==> config.mk <==
export PLATFORM = sky130hd
export DESIGN_NAME = ipc_mailbox
export DESIGN_NICKNAME = d
export VERILOG_FILES = /design/src/rtl/ipc_mbx_pkg.sv /design/src/rtl/ipc_mbx_buf.sv /design/src/rtl/ipc_mbx_ctrl.sv /design/src/rtl/ipc_mailbox.sv
export SDC_FILE = /design/constraint.sdc
export NUM_CORES = 1
export LEC_CHECK = 0
export BUFFER_PORTS_ARGS = -buffer_cell sky130_fd_sc_hd__buf_2
export CAP_MARGIN = 25
export CORE_ASPECT_RATIO = 0.6
export CORE_MARGIN = 1.5
export CORE_UTILIZATION = 50
export CTS_BUF_LIST = sky130_fd_sc_hd__clkbuf_4
export DETAILED_ROUTE_END_ITERATION = 12
export PLACE_DENSITY = 0.86
export SLEW_MARGIN = 10
export SYNTH_ARGS = -nofsm -noshare
export SYNTH_HDL_FRONTEND = slang
export SYNTH_SLANG_ARGS = --single-unit
==> constraint.sdc <==
create_clock -name clk -period 3.5 [get_ports clk]
set_input_delay 0.175 -clock clk [delete_from_list [all_inputs] [get_ports clk]]
set_output_delay 0.175 -clock clk [all_outputs]
set_load 0.05 [all_outputs]
==> src/rtl/ipc_mbx_pkg.sv <==
package ipc_mbx_pkg;
  localparam logic [7:0] OFS_CMD  = 8'h00;
  localparam logic [7:0] OFS_STAT = 8'h04;
  localparam logic [7:0] OFS_OBUF = 8'h80;
  localparam logic [7:0] OFS_IBUF = 8'h90;
  localparam int ACK_BIT = 2;

  typedef struct packed {
    logic [7:0] rsv_hi;
    logic [7:0] size;
    logic [3:0] cmd_id;
    logic [2:0] rsv_lo;
    logic       ioc;
    logic [7:0] opcode;
  } cmd_word_t;
endpackage

==> src/rtl/ipc_mbx_buf.sv <==
module ipc_mbx_buf #(
  parameter int NWORDS = 4,
  parameter int DW     = 32,
  localparam int IW    = $clog2(NWORDS)
) (
  input  logic                 clk,
  input  logic                 rst_n,
  input  logic                 wr_en,
  input  logic [IW-1:0]        wr_idx,
  input  logic [DW-1:0]        wr_data,
  input  logic [IW-1:0]        rd_idx,
  output logic [DW-1:0]        rd_word,
  output logic [NWORDS*DW-1:0] flat
);
  logic [DW-1:0] mem [NWORDS];

  for (genvar k = 0; k < NWORDS; k++) begin : g_word
    always_ff @(posedge clk) begin
      if (!rst_n)                               mem[k] <= '0;
      else if (wr_en && wr_idx == IW'(k))       mem[k] <= wr_data;
    end
    assign flat[k*DW +: DW] = mem[k];
  end

  assign rd_word = mem[rd_idx];
endmodule

==> src/rtl/ipc_mbx_ctrl.sv <==
module ipc_mbx_ctrl
  import ipc_mbx_pkg::*;
(
  input  logic        clk,
  input  logic        rst_n,
  input  logic        cmd_wr,
  input  logic [31:0] cmd_data,
  input  logic        ack_wr,
  input  logic        done,
  input  logic        done_err,
  input  logic [7:0]  done_code,
  input  logic [7:0]  done_init,
  output logic        busy,
  output logic        err_flag,
  output logic        irq,
  output logic        doorbell,
  output logic [31:0] cmd_q,
  output logic [7:0]  err_code,
  output logic [7:0]  init_id
);
  cmd_word_t cmd_s;
  logic accept, finish;

  assign cmd_s  = cmd_word_t'(cmd_q);
  assign accept = cmd_wr && !busy;
  assign finish = done && busy;

  always_ff @(posedge clk) begin
    if (!rst_n) begin
      busy     <= 1'b0;
      err_flag <= 1'b0;
      irq      <= 1'b0;
      doorbell <= 1'b0;
      cmd_q    <= '0;
      err_code <= '0;
      init_id  <= '0;
    end else begin
      doorbell <= accept;
      if (accept) begin
        busy     <= 1'b1;
        err_flag <= 1'b0;
        err_code <= '0;
        init_id  <= '0;
        cmd_q    <= cmd_data;
      end else if (finish) begin
        busy     <= 1'b0;
        err_flag <= done_err;
        err_code <= done_code;
        init_id  <= done_init;
      end
      // a fresh completion outranks an acknowledge of the previous one
      if (finish && cmd_s.ioc) irq <= 1'b1;
      else if (ack_wr)         irq <= 1'b0;
    end
  end
endmodule

==> src/rtl/ipc_mailbox.sv <==
module ipc_mailbox
  import ipc_mbx_pkg::*;
#(
  parameter int NWORDS = 4,
  localparam int IW    = $clog2(NWORDS),
  localparam int SPAN  = NWORDS * 4
) (
  input  logic                 clk,
  input  logic                 rst_n,
  input  logic [7:0]           host_addr,
  input  logic                 host_we,
  input  logic [31:0]          host_wdata,
  input  logic                 host_byte,
  output logic [31:0]          host_rdata,
  output logic                 host_irq,
  output logic                 ctl_doorbell,
  output logic [31:0]          ctl_cmd,
  output logic [NWORDS*32-1:0] ctl_wbuf,
  input  logic                 ctl_fill_valid,
  output logic                 ctl_fill_ready,
  input  logic [IW-1:0]        ctl_fill_idx,
  input  logic [31:0]          ctl_fill_data,
  input  logic                 ctl_done,
  input  logic                 ctl_err,
  input  logic [7:0]           ctl_err_code,
  input  logic [7:0]           ctl_init_id
);
  logic        busy, err_flag;
  logic [7:0]  err_code, init_id;
  logic        in_obuf, in_ibuf;
  logic [31:0] obuf_word, ibuf_word, status;
  logic [7:0]  ibuf_byte;
  cmd_word_t   cmd_s;

  assign in_obuf = (int'(host_addr) >= int'(OFS_OBUF)) && (int'(host_addr) < int'(OFS_OBUF) + SPAN);
  assign in_ibuf = (int'(host_addr) >= int'(OFS_IBUF)) && (int'(host_addr) < int'(OFS_IBUF) + SPAN);

  ipc_mbx_ctrl u_ctrl (
    .clk(clk), .rst_n(rst_n),
    .cmd_wr(host_we && host_addr == OFS_CMD), .cmd_data(host_wdata),
    .ack_wr(host_we && host_addr == OFS_STAT && host_wdata[ACK_BIT]),
    .done(ctl_done), .done_err(ctl_err), .done_code(ctl_err_code), .done_init(ctl_init_id),
    .busy(busy), .err_flag(err_flag), .irq(host_irq), .doorbell(ctl_doorbell),
    .cmd_q(ctl_cmd), .err_code(err_code), .init_id(init_id)
  );

  ipc_mbx_buf #(.NWORDS(NWORDS), .DW(32)) u_obuf (
    .clk(clk), .rst_n(rst_n),
    .wr_en(host_we && in_obuf && !busy), .wr_idx(host_addr[IW+1:2]), .wr_data(host_wdata),
    .rd_idx(host_addr[IW+1:2]), .rd_word(obuf_word), .flat(ctl_wbuf)
  );

  logic [NWORDS*32-1:0] ibuf_flat;
  ipc_mbx_buf #(.NWORDS(NWORDS), .DW(32)) u_ibuf (
    .clk(clk), .rst_n(rst_n),
    .wr_en(ctl_fill_valid && ctl_fill_ready), .wr_idx(ctl_fill_idx), .wr_data(ctl_fill_data),
    .rd_idx(host_addr[IW+1:2]), .rd_word(ibuf_word), .flat(ibuf_flat)
  );

  assign ctl_fill_ready = busy;
  assign cmd_s          = cmd_word_t'(ctl_cmd);
  assign status         = {8'h00, err_code, init_id, cmd_s.cmd_id, 1'b0, host_irq, err_flag, busy};
  assign ibuf_byte      = ibuf_word[{host_addr[1:0], 3'b000} +: 8];

  always_comb begin
    host_rdata = '0;
    if (host_addr == OFS_STAT)  host_rdata = status;
    else if (in_ibuf)           host_rdata = host_byte ? {24'h0, ibuf_byte} : ibuf_word;
  end

  logic unused_ok;
  assign unused_ok = ^{obuf_word, ibuf_flat};
endmodule

==> results.toml <==
[grt]
grt_util_all_layers = 0.279
gr-total-overflow = 0
grt_max_degree = 34
vias_in_the_first_global_route = 9436
number_of_antenna_violations_at_the_first_check_in_global_routing = 1
grt_first_pass_wirelength_mm = 54.8

[sta]
final_min_period_over_clock_period = 0.716
slew_violations = 0
fin_tns_setup_ns = 0
post-route-min-period_ns = 2.50
final-hold-violation-count = 0
worst_slew_margin_rel = 0.323
setup_viol_count_final = 0
fmax_mhz = 399
grt_setup_unrepaired = "no"
tightest_pin_transition_ns = 1.01
hold_slack_ns = 0.0955
clock-skew-final_ns = 0.0568

[worst_setup_path]
category_of_the_worst_setup_path_capture_point = "output pin"
timing.reg2reg.worst_path_depth = 4
cp_top_family = "multiplexers"
arrival_time_of_the_worst_setup_path_ns = 2.33
timing.rr.end = "u_ibuf.mem[2][27]$_SDFFCE_PN0P_"
crit_path_cell_chain = "mux4_2 > nor2_1 > nor3_1 > a22o_1 > buf_2"
crit_path_max_incr_delay_ns = 0.51
crit_slowest_cell = "mux4_2"
setup.worst_path.start_class = "flip-flop"
crit_required_ns = 3.32
regToRegStartpoint = "u_ctrl.busy$_SDFFE_PN0P_"
r2r_setup_slack_ns = 1.32
crit_path_max_fanout = 1
timing.setup.critical_path_class = "reg -> out"
path_buf_inv = 1

[finish]
fin_cells = 1715
drive_gt1_frac = 0.357
syn2layout_area_growth_pct = 29.5
finish.net_count = 1423
area_of_all_placed_cells_without_fillers_um2 = 16600

[routing]
drt_pass1_iterations = 9
number_of_vias_per_cell = 5.45
drtIter0Drc = 923
postRouteWirelength_mm = 37.1
detail_route.drc_violations = 2
dr_total_vias = 9345
drtAntennaViolNets = 0
drt-wirelength-per-cell_um = 21.6

[synthesis]
post-synth-top-area-cell = "edfxtp_1"
synth-main-ff-cell = "edfxtp_1"
synth_sequential_area_ratio = 0.683
synth_nets = 1003
synth_edf_count = 256
async_flop_share = 0
synthesis.instances = 906
ys_ff_latch = 308
netlist_area_um2 = 12800
synthTopCellsByArea = "edfxtp_1 60%, and2_1 13%, dfxtp_1 8.1%, mux4_2 3.0%, a22o_1 2.7%"
synth.distinct_cells = 42
synth_largest_type_area_fraction = 0.601
synth_area_per_cell_um2 = 14.1
synth.yosys.warnings = 0

[floorplanning]
io_pins = 292
die_w_um = 209
row_count = 45
placeableCoreArea_um2 = 25200
start_util = 0.507
fp.dieH_um = 127
dieArea_um2 = 26600

[placed_design]
place_congestion = 0.974
numPlacedInstances = 1492
place.port_buffers = 291
dp_hpwl_mm = 24.2
placedInstanceArea_um2 = 14700

[outcome]
violations = "design-rule violations"
run_status = "finished with violations"

[cts]
cts_buffers = 74
cts_tree = "built"
post_cts_buffers = 0
clock_tree.htree_level_count = 3
cts_root_buf = "clkbuf_4"
cts_sinks = 308
clk_path_buf_depth = 3
cts_clock_pin_slew_for_the_worst_setup_and_hold_paths_ns = 0.08
clkLatencyLatePin_ns = 0.70

[hold_path]
worstHoldPathType = "in -> reg"
hold_path.startpoint = "ctl_fill_idx[1]"
whs_path_depth = 3
min_delay_worst_endpoint = "u_ibuf.mem[0][15]$_SDFFCE_PN0P_"

[flow_run]
maxcap_violations = 0

[pwr]
ir_worst_vdd_uv = 286
power.density_nw_per_um2 = 485
power_leakage_nw = 6.84
-- metrics by stage --
step,setup slack (ns),util,power (mW)
global route,0.932,0.656,8.32
CTS,0.964,0.656,8.06
global placement,1.14,0.582,4.98
finish,0.995,0.656,8.04
floorplan,0.617,-,4.71
detailed placement,1.14,0.583,5.00
-- flip-flops by register name, indices dropped and copies added (netlist names) --
register and cells:
u_ctrl.busy 1, u_ctrl.cmd_q 32, u_ctrl.doorbell 1, u_ctrl.err_code 8, u_ctrl.err_flag 1, u_ctrl.init_id 8, u_ctrl.irq 1, u_ibuf.mem 128
u_obuf.mem 128
-- Yosys cell counts, types with 2 or more instances --
library cell and n:
nor3_2 2, and2_1 267, buf_6 2, a22o_1 40
mux2_2 21, clkbuf_1 20, a21oi_1 18, nand3_1 4
nor4_2 2, nor3_1 9, o21ai_0 9, nand2_1 69
nor2_1 13, mux2i_1 23, clkbuf_2 2, edfxtp_1 256
o21ai_1 10, buf_4 8, mux4_2 17, nand2b_1 2
and3_1 4, dfxtp_1 52, inv_1 3, o22ai_1 8
nor2_2 2, buf_2 21, o211ai_1 7
-- worst register-to-register path: stages (launching register included) --
cell     delay (ns)
dfxtp_1        0.51
nand3_1        0.14
nor2_1         0.79
buf_4          0.40
and2_1         0.19
-- routing by layer --
layer / track usage / up-vias / share of wire
li1: - / 4152 / -
met1: 0.366 / 4497 / 0.40
met2: 0.430 / 605 / 0.46
met3: 0.0928 / 89 / 0.11
met4: 0.118 / 2 / 0.031
met5: 0 / - / 0.00038
-- timing repair --
action / 4_1_cts / 5_1_grt
hold buffers: 86 / 0
setup endpoints to repair: 0 / 0
hold endpoints to repair: 309 / 0
gates resized for setup: 0 / 0
-- cell families after synthesis --
group	count (synthesis)	synth area share
flip-flops	308	0.683
AO/OA/AOI/OAI	97	0.0532
AND/OR/NAND/NOR	381	0.173
buffers and inverters	58	0.0237
multiplexers	62	0.0676
-- cell usage in the layout (no fill, tap or decap), types with 10 or more instances in the layout --
cell / Yosys / final
buf_2: 21 / 291
and2_1: 267 / 267
edfxtp_1: 256 / 256
clkbuf_4: 0 / 115
dlygate4sd3_1: 0 / 86
nand2_1: 69 / 66
dfxtp_1: 52 / 52
a22o_1: 40 / 40
mux2i_1: 23 / 23
mux2_2: 21 / 21
a21oi_1: 18 / 18
mux4_2: 17 / 17
nor2_1: 13 / 13
clkinv_1: 0 / 13
buf_4: 8 / 12
o21ai_1: 10 / 10
-- how the worst max path moves through the flow --
stage | from | endpoint | slack [ns] | depth (start not counted)
after floorplan | u_ctrl.busy$_SDFFE_PN0P_ | u_obuf.mem[2][0]$_SDFFCE_PN0P_ | 0.62 | 4
after global placement | host_addr[2] | host_rdata[3] | 1.14 | 7
after detailed placement | host_addr[2] | host_rdata[2] | 1.14 | 7
after CTS | u_ibuf.mem[3][2]$_SDFFCE_PN0P_ | host_rdata[2] | 0.96 | 5
after global routing | u_ibuf.mem[3][2]$_SDFFCE_PN0P_ | host_rdata[2] | 0.93 | 5
final | u_ibuf.mem[3][2]$_SDFFCE_PN0P_ | host_rdata[2] | 1.0 | 5
-- where the power goes --
group	leakage (nW)	switching [mW]	internal (mW)	total, mW
registers	2.95	0.0433	4.09	4.13
clock network	0.584	1.46	1.58	3.03
logic	3.30	0.617	0.256	0.873
-- area by class of cell --
type                       instances  area, um^2
sequential                       308        8730
fill                            1797        8660
multi-input combinational        540        3820
timing repair buffer             399        2610
clock buffer                     115         863
tap                              329         412
clock inverter                    20         108
inverter                           3        11.3
antenna                            1        2.50
Power figures use the tool's default switching activity.
